## config.mk

```make
export PLATFORM = sky130hd
export DESIGN_NAME = gpio_ovr_port
export DESIGN_NICKNAME = d
export VERILOG_FILES = /design/src/rtl/gpio_ovr_pkg.sv /design/src/rtl/gpio_in_sampler.sv /design/src/rtl/gpio_port_regs.sv /design/src/rtl/gpio_pin_route.sv /design/src/rtl/gpio_ovr_port.sv
export SDC_FILE = /design/constraint.sdc
export NUM_CORES = 1
export LEC_CHECK = 0
export ABC_AREA = 1
export BUFFER_PORTS_ARGS = -buffer_cell sky130_fd_sc_hd__clkbuf_2
export CAP_MARGIN = 20
export CELL_PAD_IN_SITES_DETAIL_PLACEMENT = 1
export CELL_PAD_IN_SITES_GLOBAL_PLACEMENT = 1
export CORE_MARGIN = 1
export CORE_UTILIZATION = 29
export CTS_CLUSTER_SIZE = 28
export DETAILED_ROUTE_END_ITERATION = 12
export GPL_TIMING_DRIVEN = 0
export PLACE_DENSITY_LB_ADDON = 0.08
export SYNTH_ARGS = -nofsm -noshare
export SYNTH_HDL_FRONTEND = slang
export SYNTH_SLANG_ARGS = --single-unit
export TNS_END_PERCENT = 10
```

## constraint.sdc

```tcl
create_clock -name clk -period 0.9 [get_ports clk]
set_input_delay 0.09 -clock clk [delete_from_list [all_inputs] [get_ports clk]]
set_output_delay 0.09 -clock clk [all_outputs]
set_load 0.03 [all_outputs]
```

## src/rtl/gpio_ovr_pkg.sv

```systemverilog
// Package: shared register offsets and bus width for the GPIO override port.
// Assumes a two-bit word-addressed register bus.
package gpio_ovr_pkg;
    localparam int unsigned REG_ADDR_W = 2;

    typedef enum logic [REG_ADDR_W-1:0] {
        REG_ODR  = 2'd0,
        REG_IN   = 2'd1,
        REG_DDR  = 2'd2,
        REG_NONE = 2'd3
    } port_reg_e;
endpackage

```

## src/rtl/gpio_in_sampler.sv

```systemverilog
// Module: gpio_in_sampler
// Synchronizes pad levels through STAGES flops. The last flop is the
// software-visible input register. Every flop resets to zero, so the
// register reads zero until STAGES edges after reset release.
// Assumes STAGES >= 2.
module gpio_in_sampler #(
    parameter int unsigned PORT_W = 8,
    parameter int unsigned STAGES = 2
) (
    input  logic              clk,
    input  logic              rst_n,
    input  logic [PORT_W-1:0] pad_in,
    output logic [PORT_W-1:0] in_q
);
    logic [PORT_W-1:0] stg_q [STAGES];

    // Shift the pad levels through the synchronizer chain.
    always_ff @(posedge clk) begin
        if (!rst_n) begin
            for (int k = 0; k < STAGES; k++) stg_q[k] <= '0;
        end else begin
            stg_q[0] <= pad_in;
            for (int k = 1; k < STAGES; k++) stg_q[k] <= stg_q[k-1];
        end
    end

    assign in_q = stg_q[STAGES-1];
endmodule

```

## src/rtl/gpio_port_regs.sv

```systemverilog
// Module: gpio_port_regs
// Holds the output-data and direction registers and decodes writes and reads.
// Writes to the input offset and the unused offset are dropped.
// The read path is combinational from bus_addr.
module gpio_port_regs
    import gpio_ovr_pkg::*;
#(
    parameter int unsigned PORT_W = 8
) (
    input  logic                  clk,
    input  logic                  rst_n,
    input  logic [REG_ADDR_W-1:0] bus_addr,
    input  logic                  bus_we,
    input  logic [PORT_W-1:0]     bus_wdata,
    input  logic [PORT_W-1:0]     in_q,
    output logic [PORT_W-1:0]     bus_rdata,
    output logic [PORT_W-1:0]     odr_q,
    output logic [PORT_W-1:0]     ddr_q
);
    port_reg_e sel;
    assign sel = port_reg_e'(bus_addr);

    // Capture writes to the output-data register.
    always_ff @(posedge clk) begin
        if (!rst_n)                         odr_q <= '0;
        else if (bus_we && sel == REG_ODR)  odr_q <= bus_wdata;
    end

    // Capture writes to the direction register.
    always_ff @(posedge clk) begin
        if (!rst_n)                         ddr_q <= '0;
        else if (bus_we && sel == REG_DDR)  ddr_q <= bus_wdata;
    end

    // Select the read data for the addressed register.
    always_comb begin
        unique case (sel)
            REG_ODR: bus_rdata = odr_q;
            REG_IN:  bus_rdata = in_q;
            REG_DDR: bus_rdata = ddr_q;
            default: bus_rdata = '0;
        endcase
    end
endmodule

```

## src/rtl/gpio_pin_route.sv

```systemverilog
// Module: gpio_pin_route
// Resolves who owns one pin and drives its pad controls. Priority, highest
// first: SPI, serial transmit, serial receive, then the port registers.
// Purely combinational. It never feeds back into the stored direction bit.
module gpio_pin_route (
    input  logic spi_en,
    input  logic spi_dir,
    input  logic spi_dout,
    input  logic tx_en,
    input  logic tx_dout,
    input  logic rx_en,
    input  logic ddr_bit,
    input  logic odr_bit,
    output logic pad_oe,
    output logic pad_out
);
    // Pick the owner of the pin and take direction and level from it.
    always_comb begin
        if (spi_en) begin
            pad_oe  = spi_dir;
            pad_out = spi_dout;
        end else if (tx_en) begin
            pad_oe  = 1'b1;
            pad_out = tx_dout;
        end else if (rx_en) begin
            pad_oe  = 1'b0;
            pad_out = odr_bit;
        end else begin
            pad_oe  = ddr_bit;
            pad_out = odr_bit;
        end
    end
endmodule

```

## src/rtl/gpio_ovr_port.sv

```systemverilog
// Module: gpio_ovr_port (top)
// Byte-wide GPIO port with register bus access and per-pin peripheral override.
// Assumes every enable and pad input is synchronous or quasi-static, except
// pad_in, which is synchronized inside the block.
module gpio_ovr_port
    import gpio_ovr_pkg::*;
#(
    parameter int unsigned PORT_W      = 8,
    parameter int unsigned SYNC_STAGES = 2
) (
    input  logic                  clk,
    input  logic                  rst_n,
    input  logic [REG_ADDR_W-1:0] bus_addr,
    input  logic                  bus_we,
    input  logic [PORT_W-1:0]     bus_wdata,
    output logic [PORT_W-1:0]     bus_rdata,
    input  logic [PORT_W-1:0]     pad_in,
    output logic [PORT_W-1:0]     pad_out,
    output logic [PORT_W-1:0]     pad_oe,
    input  logic [PORT_W-1:0]     spi_en,
    input  logic [PORT_W-1:0]     spi_dir,
    input  logic [PORT_W-1:0]     spi_dout,
    input  logic [PORT_W-1:0]     uart_tx_en,
    input  logic [PORT_W-1:0]     uart_tx_dout,
    input  logic [PORT_W-1:0]     uart_rx_en
);
    logic [PORT_W-1:0] in_q;
    logic [PORT_W-1:0] odr_q;
    logic [PORT_W-1:0] ddr_q;

    gpio_in_sampler #(.PORT_W(PORT_W), .STAGES(SYNC_STAGES)) u_sampler (
        .clk    (clk),
        .rst_n  (rst_n),
        .pad_in (pad_in),
        .in_q   (in_q)
    );

    gpio_port_regs #(.PORT_W(PORT_W)) u_regs (
        .clk       (clk),
        .rst_n     (rst_n),
        .bus_addr  (bus_addr),
        .bus_we    (bus_we),
        .bus_wdata (bus_wdata),
        .in_q      (in_q),
        .bus_rdata (bus_rdata),
        .odr_q     (odr_q),
        .ddr_q     (ddr_q)
    );

    for (genvar p = 0; p < PORT_W; p++) begin : g_pin
        gpio_pin_route u_route (
            .spi_en   (spi_en[p]),
            .spi_dir  (spi_dir[p]),
            .spi_dout (spi_dout[p]),
            .tx_en    (uart_tx_en[p]),
            .tx_dout  (uart_tx_dout[p]),
            .rx_en    (uart_rx_en[p]),
            .ddr_bit  (ddr_q[p]),
            .odr_bit  (odr_q[p]),
            .pad_oe   (pad_oe[p]),
            .pad_out  (pad_out[p])
        );
    end
endmodule

```

==> summary.md <==
| Metric | Value |
|---|---|
| CP max stage delay | 0.33 ns |
| Die H | 80.4 um |
| CTS Buf Count | 5 |
| Vias in the first global route | 1,988 |
| Pwr dens | 1380 nW/um^2 |
| Buf+Inv Stages, Crit Path | 2 |
| Required time worst endpoint | 0.81 ns |
| Reg2reg start | u_regs.ddr_q[0] |
| Clock Path Buffers | 2 |
| Worst R2R Setup Slack | 0.11 ns |
| Final worst slack | -0.216 ns |
| Slowest cell on crit path | dfxtp_2 |
| Status | finished with violations |
| Rel. slew slack | 67.1% |
| Crit path capture type | primary output |
| GRT overflow | 0 |
| Main flop type after synthesis | dfxtp_1 |
| Largest area contributor in the netlist | dfxtp_1 |
| Final Util | 47.0% |
| Max cap viols | 0 |
| Port Buffers | 91 |
| Fraction of layout cells with a size suffix above 1 | 42.5% |
| DRT iter0 DRCs | 20 |
| Final Hold Vio Count | 0 |
| Nets | 449 |
| Top-count cell post-synth | nand2_1 |
| Synthesized area | 1780 sq um |
| Initial Utilization | 30.1% |
| # rows | 28 |
| Initial antenna violation count | 0 |
| IO Count | 93 |
| R2R cell count | 5 |
| Design Area, Final | 2780 sq um |
| TritonCTS clock tree | yes |
| Die ar. | 6460 sq um |
| Hold_sp | bus_wdata[5] |
| Top cells by area, synth | dfxtp_1 36%, nand2_1 16%, inv_1 12% |
| Fmax | 896 MHz |
| First-pass GRT wire length | 8450 um |
| Total wire length | 5070 um |
| Final setup fails | 24 |
| Worst Max-Slew Pin Slew | 0.494 ns |
| Detailed Place HPWL | 3820 um |
| Residual DRC count | 0 |
| Pwr Total | 3.85 mW |
| Period utilization | 124% |
| WHS Endpoint | u_regs.ddr_q[5] |
| Critical path peak fanout | 2 |
| Post-synth top area share | 36.0% |
| Cell Count, Final, Fillers Out | 456 |
| Worst EP arrival | 1.03 ns |
| Die X | 80.4 um |
| Yosys warnings | 0 |
| Core Region | 5920 sq um |
| Fin crit period | 1.12 ns |
| Pins over their slew limit | 0 |
| RSZ-0062 raised after global routing | true |
| Post-synthesis cell type count | 16 |
| Setup crit start kind | flop |
| Hold-critical path depth | 3 |
| #FFs+latches synth | 32 |
| Worst Skew | 0.000743 ns |
| Final GP Congestion | 0.693 |
| Placed Area | 2330 sq um |
| Cells after synthesis | 286 |
| Placed Cells | 452 |
| Vias | 1,986 |
| Mean Syn Cell Area | 6.23 sq um |
| Diodes inserted | 0 |
| GRT Overall Usage | 16.9% |
| Post-synth top cells | 78 x nand2_1, 56 x inv_1, 32 x a21oi_1, 32 x dfxtp_1, 32 x nor2_1 |
| Cell Chain, Critical Path | buf_4 > nand2_2 > nand3_2 > clkbuf_8 |
| CP top delay family | flip-flops |
| Worst VDD drop | 0.00107 V |
| Avg Vias per Cell | 4.36 |
| Largest net degree at the start of global routing | 11 |
| HP Class | in -> reg |
| Async set or reset register ratio after synthesis | 0% |
| Worst-Skew Late Latency | 0.28 ns |
| Htree depth | 2 |
| DR WL/cell | 11.1 um |
| Sequential-to-total area share from yosys stat | 36.0% |
| Worst-path clk slew | 0.06 ns |
| Final ANT Viol Nets | 0 |
| Clock sinks | 32 |
| Reg2Reg Capture Point | u_regs.ddr_q[0] |
| Synth Net Count | 355 |
| EDFF count, synth | 0 |
| Root Buffer | clkbuf_8 |
| Setup CP Type | reg -> out |
| Area delta synth->final | 56.4% |
| DR pass1 iterations | 4 |
| Failing checks | negative setup slack |
| Leakage | 1.57 nW |
[worst max path at each step]
stage	start	end	depth (start not counted)
floorplan	u_regs.ddr_q[0]	pad_oe[0]	3
global placement	bus_addr[1]	bus_rdata[0]	6
detailed placement	bus_addr[1]	bus_rdata[7]	6
CTS	u_regs.ddr_q[7]	pad_oe[7]	3
global route	u_regs.ddr_q[2]	pad_oe[2]	3
finish	u_regs.ddr_q[1]	bus_rdata[1]	4
[final cells by class]
type,count,area [sq um]
fillers,785,3140
repair buffers,103,781
inverters,58,218
well taps,75,93.8
multi-input cells,172,865
clock buffers,6,72.6
flip-flops and latches,32,661
plain buffers,8,58.8
clock inverters,2,35.0
[registers in the layout, summed over array words and instances, names as in the netlist]
signal	flops
u_sampler.stg_q	16
u_regs.odr_q	8
u_regs.ddr_q	8
[cells in the final DEF, fill, tap and decap left out, types with 6 or more instances in the layout]
cell	synthesis	layout
a21oi_1	32	16
nand2_2	2	10
dfxtp_2	0	16
clkbuf_8	0	27
nand3_1	16	12
nand2_1	78	70
o21ai_1	0	6
inv_1	56	56
nor2_1	32	32
dlygate4sd3_1	0	8
clkbuf_2	0	65
a21oi_2	0	16
dfxtp_1	32	16
[timing repair]
item / 4_1_cts / 5_1_grt
setup buffers: 3 / 1
hold buffers: 8 / 0
endpoints found under the hold margin: 8 / 0
endpoints found under the setup margin: 24 / 24
pin swaps: 34 / 9
gates resized for setup: 99 / 10
[worst reg2reg max path, stage by stage (launching register included)]
cell and delay (ns):
dfxtp_2 0.33, buf_4 0.12, inv_1 0.05, nand2_1 0.06, nand2_1 0.07, nor2_1 0.04
[power breakdown]
part | switching [mW] | leakage, nW | internal, mW
sequential | 0.0428 | 0.270 | 1.50
clock | 0.509 | 0.0552 | 0.820
combinational | 0.523 | 1.25 | 0.461
total | 1.07 | 1.57 | 2.78
[routing by layer]
metal	global-route usage [%]	wire length, um
met2	32.2	2660
met4	4.82	53
met1	18.8	2210
met3	3.30	146
met5	0	0
[kinds of logic (layout without fill, tap and decap cells)]
kind of cell / Yosys count / count (layout) / synth area share, %
buffers and inverters: 82 / 177 / 22.1
flip-flops: 32 / 32 / 36.0
AND/OR/NAND/NOR: 132 / 132 / 30.7
AO/OA/AOI/OAI: 40 / 40 / 11.2
[per-stage QoR]
step           hold slack (ns)  setup TNS, ns  worst slack, ns
6_report                0.0575          -3.88           -0.216
4_1_cts                 0.0486          -4.49           -0.232
3_3_place_gp             0.271          -2.74           -0.254
5_1_grt                 0.0643          -5.13           -0.259
2_1_floorplan            0.188              0            0.128
3_5_place_dp             0.279          -3.18           -0.276
(Power assumes the default switching activity.)
